===== src/rtl/adc_pt_pkg.sv =====
package adc_pt_pkg;
  typedef enum logic [1:0] {
    PH_IDLE = 2'd0,
    PH_SAMP = 2'd1,
    PH_COMP = 2'd2,
    PH_DONE = 2'd3
  } phase_e;

  // shift amount for the 2-bit scaling code: x1, x4, x8, x16
  function automatic logic [2:0] mul_shift(input logic [1:0] code);
    case (code)
      2'b00:   mul_shift = 3'd0;
      2'b01:   mul_shift = 3'd2;
      2'b10:   mul_shift = 3'd3;
      default: mul_shift = 3'd4;
    endcase
  endfunction
endpackage


===== src/rtl/adc_pt_slen.sv =====
module adc_pt_slen #(
  parameter int ST_W   = 6,
  parameter int CNT_W  = 11,
  parameter int MIN_ST = 3
) (
  input  logic [ST_W-1:0]  st_cnt,
  input  logic [1:0]       st_mul,
  output logic [CNT_W-1:0] len
);
  import adc_pt_pkg::*;

  logic [ST_W-1:0]  st_eff;
  logic [CNT_W-1:0] base;

  always_comb begin
    // unscaled setting needs a minimum count; scaled ones are used as given
    if (st_mul == 2'b00 && st_cnt < ST_W'(MIN_ST)) st_eff = ST_W'(MIN_ST);
    else                                          st_eff = st_cnt;
    base = CNT_W'(st_eff) + CNT_W'(1);
    len  = base << mul_shift(st_mul);
  end
endmodule


===== src/rtl/adc_pt_clen.sv =====
module adc_pt_clen #(
  parameter int CT_W  = 3,
  parameter int CNT_W = 11
) (
  input  logic [CT_W-1:0]  ct,
  output logic [CNT_W-1:0] len
);
  logic [CNT_W-1:0] n;

  always_comb begin
    n   = CNT_W'(ct) + CNT_W'(1);
    len = (n << 3) + (n << 1) + CNT_W'(4);  // n*10 + 4
  end
endmodule


===== src/rtl/adc_pt_seq.sv =====
module adc_pt_seq #(
  parameter int CNT_W = 11
) (
  input  logic             clk,
  input  logic             rst,
  input  logic             start,
  input  logic [CNT_W-1:0] slen,
  input  logic [CNT_W-1:0] clen,
  output logic             busy,
  output logic             sample_ph,
  output logic             compare_ph,
  output logic             done
);
  import adc_pt_pkg::*;

  phase_e           state, state_n;
  logic [CNT_W-1:0] cnt, cnt_n;
  logic [CNT_W-1:0] clen_q, clen_n;

  always_comb begin
    state_n = state;
    cnt_n   = cnt;
    clen_n  = clen_q;
    case (state)
      PH_IDLE: if (start) begin
        state_n = PH_SAMP;
        cnt_n   = slen - CNT_W'(1);
        clen_n  = clen;
      end
      PH_SAMP: if (cnt == '0) begin
        state_n = PH_COMP;
        cnt_n   = clen_q - CNT_W'(1);
      end else begin
        cnt_n = cnt - CNT_W'(1);
      end
      PH_COMP: if (cnt == '0) state_n = PH_DONE;
               else           cnt_n   = cnt - CNT_W'(1);
      default: state_n = PH_IDLE;
    endcase
  end

  always_ff @(posedge clk) begin
    if (rst) begin
      state      <= PH_IDLE;
      cnt        <= '0;
      clen_q     <= '0;
      busy       <= 1'b0;
      sample_ph  <= 1'b0;
      compare_ph <= 1'b0;
      done       <= 1'b0;
    end else begin
      state      <= state_n;
      cnt        <= cnt_n;
      clen_q     <= clen_n;
      busy       <= (state_n != PH_IDLE);
      sample_ph  <= (state_n == PH_SAMP);
      compare_ph <= (state_n == PH_COMP);
      done       <= (state_n == PH_DONE);
    end
  end

  // phases never overlap
  a_r9_phase_excl: assert property (@(posedge clk) disable iff (rst)
    $onehot0({sample_ph, compare_ph, done}));
  // done follows the compare phase
  a_r6_done_after_cmp: assert property (@(posedge clk) disable iff (rst)
    $rose(done) |-> $past(compare_ph));
  // done is a single-cycle pulse and busy drops after it
  a_r6_done_pulse: assert property (@(posedge clk) disable iff (rst)
    done |=> (!done && !busy));
  // a sample phase starts only from idle with a request
  a_r7_start_idle: assert property (@(posedge clk) disable iff (rst)
    $rose(sample_ph) |-> $past(!busy && start));
  // the compare phase never hands back to sampling
  a_r5_cmp_then_done: assert property (@(posedge clk) disable iff (rst)
    $fell(compare_ph) |-> done);
  // busy covers every phase
  a_r6_busy_cover: assert property (@(posedge clk) disable iff (rst)
    (sample_ph || compare_ph || done) |-> busy);
endmodule


===== src/rtl/adc_phase_timer.sv =====
module adc_phase_timer #(
  parameter int ST_W   = 6,
  parameter int CT_W   = 3,
  parameter int CH_W   = 5,
  parameter int MIN_ST = 3
) (
  input  logic                 clk,
  input  logic                 rst,
  input  logic                 start,
  input  logic [CH_W-1:0]      chan,
  input  logic [ST_W-1:0]      st0_cnt,
  input  logic [1:0]           st0_mul,
  input  logic [ST_W-1:0]      st1_cnt,
  input  logic [1:0]           st1_mul,
  input  logic [(1<<CH_W)-1:0] ch_setup_sel,
  input  logic [CT_W-1:0]      cmp_ct,
  output logic                 busy,
  output logic                 sample_ph,
  output logic                 compare_ph,
  output logic                 done
);
  localparam int NSET  = 2;
  localparam int S_MAX = (1 << ST_W) * 16;
  localparam int CNT_W = $clog2(S_MAX + 1);

  logic [ST_W-1:0]  set_cnt [NSET];
  logic [1:0]       set_mul [NSET];
  logic [CNT_W-1:0] set_len [NSET];
  logic [CNT_W-1:0] slen, clen;
  logic             sel;

  assign set_cnt[0] = st0_cnt;
  assign set_mul[0] = st0_mul;
  assign set_cnt[1] = st1_cnt;
  assign set_mul[1] = st1_mul;

  for (genvar g = 0; g < NSET; g++) begin : g_setup
    adc_pt_slen #(.ST_W(ST_W), .CNT_W(CNT_W), .MIN_ST(MIN_ST)) u_slen (
      .st_cnt (set_cnt[g]),
      .st_mul (set_mul[g]),
      .len    (set_len[g])
    );
  end

  assign sel  = ch_setup_sel[chan];
  assign slen = set_len[sel];

  adc_pt_clen #(.CT_W(CT_W), .CNT_W(CNT_W)) u_clen (
    .ct  (cmp_ct),
    .len (clen)
  );

  adc_pt_seq #(.CNT_W(CNT_W)) u_seq (
    .clk        (clk),
    .rst        (rst),
    .start      (start),
    .slen       (slen),
    .clen       (clen),
    .busy       (busy),
    .sample_ph  (sample_ph),
    .compare_ph (compare_ph),
    .done       (done)
  );

  // the chosen sample length never drops under the clamped minimum
  a_r3_min_len: assert property (@(posedge clk) disable iff (rst)
    slen >= CNT_W'(MIN_ST + 1));
endmodule


===== config.mk =====
export PLATFORM = sky130hd
export DESIGN_NAME = adc_phase_timer
export DESIGN_NICKNAME = d
export VERILOG_FILES = /design/src/rtl/adc_pt_pkg.sv /design/src/rtl/adc_pt_slen.sv /design/src/rtl/adc_pt_clen.sv /design/src/rtl/adc_pt_seq.sv /design/src/rtl/adc_phase_timer.sv
export SDC_FILE = /design/constraint.sdc
export NUM_CORES = 1
export LEC_CHECK = 0
export ABC_CLOCK_PERIOD_IN_PS = 4500
export BUFFER_PORTS_ARGS = -buffer_cell sky130_fd_sc_hd__buf_2
export CAP_MARGIN = 10
export CORE_UTILIZATION = 40
export CTS_CLUSTER_DIAMETER = 40
export DETAILED_ROUTE_END_ITERATION = 10
export GPL_ROUTABILITY_DRIVEN = 0
export GPL_TIMING_DRIVEN = 1
export PLACE_DENSITY = 0.63
export SLEW_MARGIN = 0
export SYNTH_ARGS = -nofsm -noshare
export SYNTH_HDL_FRONTEND = slang
export SYNTH_SLANG_ARGS = --single-unit

===== constraint.sdc =====
create_clock -name clk -period 4.5 [get_ports clk]
set_input_delay 0.9 -clock clk [delete_from_list [all_inputs] [get_ports clk]]
set_output_delay 0.9 -clock clk [all_outputs]
set_load 0.02 [all_outputs]

# After elaboration in Yosys (flattened, before gate mapping)
# Cells that the tools add are included.
[totals]
regBits = 28
latch_bits = 0
ramBits = 0
romBits = 0
in_bits = 59
output_inout_bits = 4
wordCells = 60
n_memories = 0
[classes]
add_sub_neg = 8
n_mul = 0
div_mod_pow = 0
magnitude_cmp = 4
n_eq_ne = 11
shift = 2
mux = 17
bitwise = 1
n_reduce_logical = 10
[ops]
columns = ["operator", "count"]
rows = [
  ["11-bit two-way mux", 6],
  ["11-bit one-hot mux with 3 select lines", 1],
  ["11-bit by 1-bit subtractor with 11-bit output (second input constant)", 3],
  ["11-bit by 3-bit << shifter with 11-bit output", 2],
  ["3-bit one-hot mux with 3 select lines", 2],
  ["6-bit by 1-bit adder with 7-bit output (second input constant)", 2],
  ["6-bit by 2-bit less-than comparator with 1-bit output (second input constant)", 2],
  ["6-bit two-way mux", 2],
  ["11-bit adder", 1],
  ["11-bit by 3-bit adder with 11-bit output (second input constant)", 1],
  ["11-bit logical NOT", 1],
  ["2-bit equality test (second input constant)", 5],
  ["2-bit by 1-bit equality test with 1-bit output (second input constant)", 4],
  ["2-bit logical NOT", 3],
  ["5-bit by 6-bit less-than comparator with 1-bit output (second input constant)", 1],
  ["2-bit two-way mux", 3],
  ["2-bit one-hot mux with 3 select lines", 1],
  ["1-bit binary-select mux with 5-bit select", 1],
  ["3-bit by 1-bit adder with 4-bit output (second input constant)", 1],
  ["2-bit inequality test (second input constant)", 2],
  ["3-bit AND reduction", 1],
  ["3-bit nonzero test", 1],
  ["2-bit greater-or-equal comparator (second input constant)", 1],
  ["1-bit logical AND", 2],
  ["other kinds (4)", 4],
]

# Longest topological paths before layout
# Gate-level depths: netlist (run 1).
[logic_depth]
word_depth = 11
ltp_mapped = 16
mapped_depth_nobuf = 15

# By module
# Synthesis (run 1) repeated with hierarchy kept, for this count alone.
[hier_totals]
cells_unflattened = 518
area_unflattened_um2 = 3875.0
[modules_own_cells]
columns = ["mod", "n_inst", "cells_per_inst", "area_each_um2", "seq_area_each_um2"]
rows = [
  ["adc_pt_seq", 1, 243, 1874.3, 560.5],
  ["adc_pt_slen", 2, 98, 666.9, 0.0],
  ["adc_phase_timer", 1, 53, 464.2, 0.0],
  ["adc_pt_clen", 1, 26, 202.7, 0.0],
]

# Least setup slack after synthesis (run 1)
# No wires, ideal clock.
[synth_path]
kind = "in2reg"
from = "in st1_mul[0]"
to = "reg u_seq.cnt[10]"
setup_time_ps = 126
arrival_ps = 3533
t_required_ps = 4374
setup_slack_ps = 841
cell_stages = 14
path_buffers = 0
path_cell_list = "inv_1 > ha_1 > and2b_1 > a21o_1 > ha_1 > xor2_1 > o21a_1 > and2_1 > mux4_2 > o21ai_2 > o2111ai_2 > nor4_2 > mux2i_1 > a31oi_1"
[synth_between]
elab_chain_len = 11
word_cells_on_any_way = 14
cone_classes = "2 x add/sub; 2 x eq/ne; 1 x shift; 7 x mux; 2 x reduce/logical"
[synth_lines]
columns = ["item", "line", "source"]
rows = [
  ["start: declaration", "adc_phase_timer.sv:14", "input logic [1:0] st1_mul,"],
  ["2-bit logical NOT", "adc_pt_pkg.sv:11, adc_pt_slen.sv:17", ""],
  ["1-bit logical AND", "adc_pt_slen.sv:17", "if (st_mul == 2'b00 && st_cnt < ST_W'(MIN_ST)) st_eff = ST_W'(MIN_ST);"],
  ["6-bit two-way mux", "adc_pt_slen.sv:17", ""],
  ["6-bit by 1-bit adder with 7-bit output", "adc_pt_slen.sv:19", "base = CNT_W'(st_eff) + CNT_W'(1);"],
  ["11-bit by 3-bit << shifter with 11-bit output (*)", "adc_pt_slen.sv:20", "len = base << mul_shift(st_mul);"],
  ["11-bit two-way mux (implied by the code) (*) (3 in a row)", "adc_phase_timer.sv:46", "assign slen = set_len[sel];"],
  ["11-bit by 1-bit subtractor with 11-bit output (*)", "adc_pt_seq.sv:27", "cnt_n = slen - CNT_W'(1);"],
  ["11-bit two-way mux (*)", "adc_pt_seq.sv:25", "PH_IDLE: if (start) begin"],
  ["11-bit one-hot mux with 3 select lines (*)", "adc_pt_seq.sv:24", "case (state)"],
  ["end signal: assignment", "adc_pt_seq.sv:53", "cnt <= cnt_n;"],
  ["end: declaration", "adc_pt_seq.sv:17", "logic [CNT_W-1:0] cnt, cnt_n;"],
]
# Every way passes the cells marked *; elsewhere a longest branch is shown, timed or not. The select of a mux whose other input is x is not followed.
# A chain may end at the register's enable or synchronous reset.

# Worst setup path in the final report (run 1)
# Ends and elaborated chain as after synthesis.

==> results of run 1 <==
==> worst max-delay path: cells and delay by family <==
family | cells | cell delay (ps)
simple gates | 3 | 660
mux | 2 | 700
xor+xnor | 1 | 200
compound gates | 5 | 840
buf+inv | 2 | 140
fa+ha+maj | 2 | 480
==> per-stage QoR <==
stage / instances / cell area, µm² / setup WS, ps
2_1_floorplan: 484 / 3550 / 841
3_3_place_gp: 629 / 3850 / 578
3_5_place_dp: 629 / 3850 / 475
4_1_cts: 633 / 3910 / 755
5_1_grt: 633 / 3910 / 377
6_report: 633 / 3910 / 733
==> cells by family after synthesis <==
kind of cell,after synthesis
adders and majority gates,17
xor gates and xnor gates,26
AOI/OAI and AO/OA,149
DFF,24
buffers and inverters,52
and+or+nand+nor,189
muxes,27
==> power breakdown <==
group          internal, mW  switching, mW
clock                0.0782         0.0679
combinational         0.320          0.446
sequential            0.260         0.0495
==> synth_stat cells (7+ instances only) <==
cell type	count
nand3_1	19
o21ai_0	20
a21oi_1	38
ha_1	17
xnor2_1	19
mux2i_1	21
a211oi_1	10
buf_2	8
nor2b_1	11
nand2_1	47
nor3_1	17
nor2_1	32
inv_1	23
a31oi_1	7
and2_1	11
dfxtp_1	24
xor2_1	7
clkbuf_1	11
==> registers in the layout, summed over array words and instances, names as in the netlist <==
| signal | cells |
|---|---|
| u_seq.busy | 1 |
| u_seq.clen_q | 7 |
| u_seq.cnt | 11 |
| u_seq.compare_ph | 1 |
| u_seq.done | 1 |
| u_seq.sample_ph | 1 |
| u_seq.state | 2 |
==> metal layers <==
layer / track usage / part of all wire / up-vias / wire length, µm
met4: 0.0249 / 0.0061 / 0 / 57
met3: 0.0229 / 0.030 / 9 / 280
li1: - / - / 1882 / -
met1: 0.292 / 0.48 / 1793 / 4530
met2: 0.359 / 0.48 / 77 / 4480
met5: 0 / 0 / - / 0
==> cell type report <==
cell class,instances,area (µm²)
fillers,899,4770
multi-input cells,408,2820
flip-flops and latches,24,480
repair buffers,64,325
well taps,108,135
inverters,25,93.8
clock buffers,4,55.1
==> final timing paths <==
path                             startpoint                         end  slack, ps
setup / recovery                 st1_mul[0]  u_seq.cnt[10]$_SDFFE_PP0P_        730
hold / removal    u_seq.cnt[1]$_SDFFE_PP0P_   u_seq.cnt[1]$_SDFFE_PP0P_        490
setup reg to reg  u_seq.cnt[2]$_SDFFE_PP0P_   u_seq.cnt[8]$_SDFFE_PP0P_       1910
hold reg to reg   u_seq.cnt[1]$_SDFFE_PP0P_   u_seq.cnt[1]$_SDFFE_PP0P_        490
==> reports/metrics.yaml, run 1 <==
worst_setup_path:
  cp.arrival_ps: 3920
  crit_path_cell_trace: "buf_2 -> inv_1 -> ha_1 -> and2b_1 -> a21o_1 -> ha_1 -> xor2_1 -> o21a_1 -> and2_1 -> mux4_2 -> o21ai_2 -> o2111ai_2 -> nor4_2 -> mux2i_1 -> a31oi_1"
  critPathLaunchType: "primary input"
  reg2reg_depth: 9
  required_ps: 4660
  crit_top_cell: "ha_1"
  crit_path_top_delay_cell: "mux4_2"
  crit_fanout: 7
  cp-end-kind: "flip-flop"
  cp_slowest_stage_delay_ps: 480
  crit_type: "in -> reg"
cts:
  cts_setup_buffers: 0
  clk_transition_reported_paths_ps: 80
  cts-resized-gates: 0
  cts_tree: "yes"
  cts_sinks: 24
  cts_max_path_buffers: 2
  cts_root_buf: "clkbuf_8"
  cts_buffers: 3
  cts_hold_buffers: 0
  insertion_delay_ps: 270
  h-tree-depth: 1
synth:
  ys_ff_latch: 24
  synthCells: 484
  async_flop_share: 0
  synth_nets: 560
  synth_compound_area_frac: 0.301
  synth-xor-area-share: 0.0641
  synth_edf_count: 0
  synth_top_family_by_area: "compound AO/OA/AOI/OAI gates"
  yosys-top-cells-area: "dfxtp_1 14%, ha_1 6.0%, mux2i_1 5.9%"
  synthesis.area_um2: 3550
  ys_seq_area_frac: 0.135
  synthMuxAreaShare: 0.0877
  synthSimpleGateAreaFrac: 0.282
  yosysWarnings: 0
  yosysTopAreaCell: "dfxtp_1"
  synth_cell_types: 80
  synth_ff_type: "dfxtp_1"
  syn_area_per_cell_um2: 7.34
  synth_adder_area_share: 0.0599
  netlist.area_leader.share: 0.135
route:
  first_iter_violations: 203
  wl_um: 9350
  wire_per_inst_um: 14.8
  drc: 0
  dr.pass1.iters: 5
  ant_nets: 0
  vias_per_cell: 5.94
  num_vias: 3761
die:
  initial_core_util: 0.409
  die_h_um: 96.2
  fp.dieW_um: 96.2
  die_area_um2: 9260
  io_pins: 63
  core_area_um2: 8680
  num_rows: 34
layout:
  final_layout_size_suffix_gt1_frac: 0.185
  diodes: 0
  layout_common_cells: "62 x buf_2, 47 x nand2_1, 38 x a21oi_1"
  fin_util: 0.451
  nets: 602
  final_common_cell: "buf_2"
  area_growth_pct: 10.1
global_routing:
  grt_pass1_wl_um: 15800
  grt_use_total: 0.211
  grt_max_degree: 25
  gr-total-overflow: 0
  grt_pass1_vias: 3406
  antenna_found_initial: 0
sta:
  hold_viol_final: 0
  final_max_slew_viol_count: 0
  rsz0062_at_grt: "false"
  setup_viol: 0
  whs_ps: 487
  tightest_slew_ps: 773
  fin_setup_tns_ps: 0
  period_needed_ps: 3770
  fmax_ghz: 0.265
  slew_headroom: 0.485
  period_share: 0.837
  finalClockSkew_ps: 5.66
power_and_ir_drop:
  total_power_mw: 1.22
  power_density_nw_per_um2: 312
  vdd_ir_drop_max_mv: 0.158
  p_leak_nw: 1.60
placement:
  hpwl_um: 7450
  port_buffers: 62
run:
  drv_cap: 0
run_status:
  status: "completed"
worst_hold_path:
  min_path_cells: 2
  hold_class: "reg -> reg"
Note: power is estimated with default switching activity, not from simulation.
==> run 2: changes to the inputs <==
- ABC_CLOCK_PERIOD_IN_PS: 4500 -> 3600
- clock period: 4.5 -> 3.6 ns (I/O delays scaled with it)
==> run 2 against run 1 <==
Compared with the run above:
- non-clock buffer count increased by 35
- final area grew 6.8%
- largest power group unchanged
- die area is the same
- setup slack worse by 540 ps
- flip-flop and latch count stayed put
==> reports/metrics.yaml, run 2 (same netlist as run 1, synthesis figures left out) <==
power_and_ir_drop:
  combPwrFrac: 0.634
  total_power_mw: 1.58
  intPower_uw: 861
  power_density_nw_per_um2: 378
  vdd_ir_drop_max_mv: 0.185
  p_sw_frac: 0.455
  p_switching_uw: 719
  pwr-share-clk: 0.118
  p_leak_nw: 1.77
  seq_power_share: 0.247
layout:
  diodes: 0
  nets: 637
  largest_register_ffs: 11
  area_growth_pct: 17.6
  top_register: "u_seq.cnt"
  reg_top3: "u_seq.cnt: 11 flops, u_seq.clen_q: 7 flops, u_seq.state: 2 flops"
  final_layout_size_suffix_gt1_frac: 0.238
  layout_common_cells: "62 x buf_2, 47 x nand2_1, 38 x a21oi_1"
  n_fill_cell: 883
  final_common_cell: "buf_2"
cts:
  cts_tree: "yes"
  cts_hold_buffers: 0
  cts_root_buf: "clkbuf_8"
  insertion_delay_ps: 280
  cts_sinks: 24
  clk_transition_reported_paths_ps: 90
  cts_max_path_buffers: 2
  h-tree-depth: 1
  cts_buffers: 3
  cts-resized-gates: 0
  cts_setup_buffers: 0
die:
  die_area_um2: 9260
  io_pins: 63
  num_rows: 34
  fp.dieW_um: 96.2
  die_h_um: 96.2
  initial_core_util: 0.409
  core_area_um2: 8680
worst_setup_path:
  critPathLaunchType: "primary input"
  cp.arrival_ps: 3590
  cp-end-kind: "flip-flop"
  crit_fanout: 6
  required_ps: 3780
  crit_type: "in -> reg"
sta:
  setup_viol: 0
  finalClockSkew_ps: 9.11
  whs_ps: 510
  period_needed_ps: 3400
  fmax_ghz: 0.294
  period_share: 0.946
  rsz0062_at_grt: "true"
  final_max_slew_viol_count: 0
  finalWorstSetupSlack_ps: 196
  slew_headroom: 0.637
  fin_setup_tns_ps: 0
  tightest_slew_ps: 541
  hold_viol_final: 0
run:
  drv_cap: 0
placement:
  pre_cts_slack_ps: -122
  port_buffers: 62
  hpwl_um: 7740
global_routing:
  antenna_found_initial: 0
  grt_pass1_wl_um: 15700
  grt_max_degree: 22
  gr-total-overflow: 0
  grt_pass1_vias: 3451
  grt_use_total: 0.209
worst_hold_path:
  hold_class: "reg -> reg"
route:
  first_iter_violations: 184
  ant_nets: 0
  vias_per_cell: 5.75
  dr.pass1.iters: 4
  wire_per_inst_um: 14.2
  drc: 0
  num_vias: 3838
  wl_um: 9500
run_status:
  status: "completed"
## run 2: path summary, 6_finish.rpt
kind	start	to	slack (ps)	cells after the start
max	st1_mul[0]	u_seq.cnt[7]$_SDFFE_PP0P_	200	16
min	u_seq.cnt[1]$_SDFFE_PP0P_	u_seq.cnt[1]$_SDFFE_PP0P_	510	2
max reg2reg	u_seq.cnt[2]$_SDFFE_PP0P_	u_seq.cnt[9]$_SDFFE_PP0P_	1000	9
min reg2reg	u_seq.cnt[1]$_SDFFE_PP0P_	u_seq.cnt[1]$_SDFFE_PP0P_	510	2
## run 2: layout make-up
type	instances	area, µm²	area share
clock buffer	4	55.1	0.0132
inverter	25	93.8	0.0225
multi-input combinational	408	2820	0.676
timing repair buffer	99	588	0.141
sequential	24	480	0.115
tap	108	135	0.0324
## run 2: worst max-delay path, cell delays in order
cell and delay [ps]:
buf_2 90, inv_1 50, ha_1 200, and2b_1 190
a21o_1 200, ha_1 250, mux2_2 280, o22ai_1 270
nor4_1 110, nor3_2 220, o211a_1 240, nand3_1 120
buf_4 170, a21oi_1 150, xor2_1 100, o41ai_1 210
## run 2: metrics by stage
step           cell area (µm²)  cells   util
2_1_floorplan             3550    484      -
3_3_place_gp              4120    664  0.474
3_5_place_dp              4120    664  0.474
4_1_cts                   4170    668  0.481
5_1_grt                   4180    668  0.481
6_report                  4180    668  0.481
## run 2: power by group through the flow
stage / Combinational (mW) / Clock, mW / Sequential [mW]
3_3_place_gp: 0.973 / 0 / 0.392
4_1_cts: 0.996 / 0.192 / 0.388
2_1_floorplan: 0.734 / 0 / 0.389
5_1_grt: 1.11 / 0.201 / 0.400
3_5_place_dp: 0.993 / 0 / 0.394
6_report: 1.00 / 0.187 / 0.390
## run 2: metal layers
metal  wire length [µm]  share of wire  up-vias  GRT usage
met5                  0              0        -          0
met4                130          0.014        0     0.0361
met3                292          0.031       15     0.0213
met2               4460           0.47       70      0.355
met1               4610           0.49     1784      0.287
li1                   -              -     1969          -
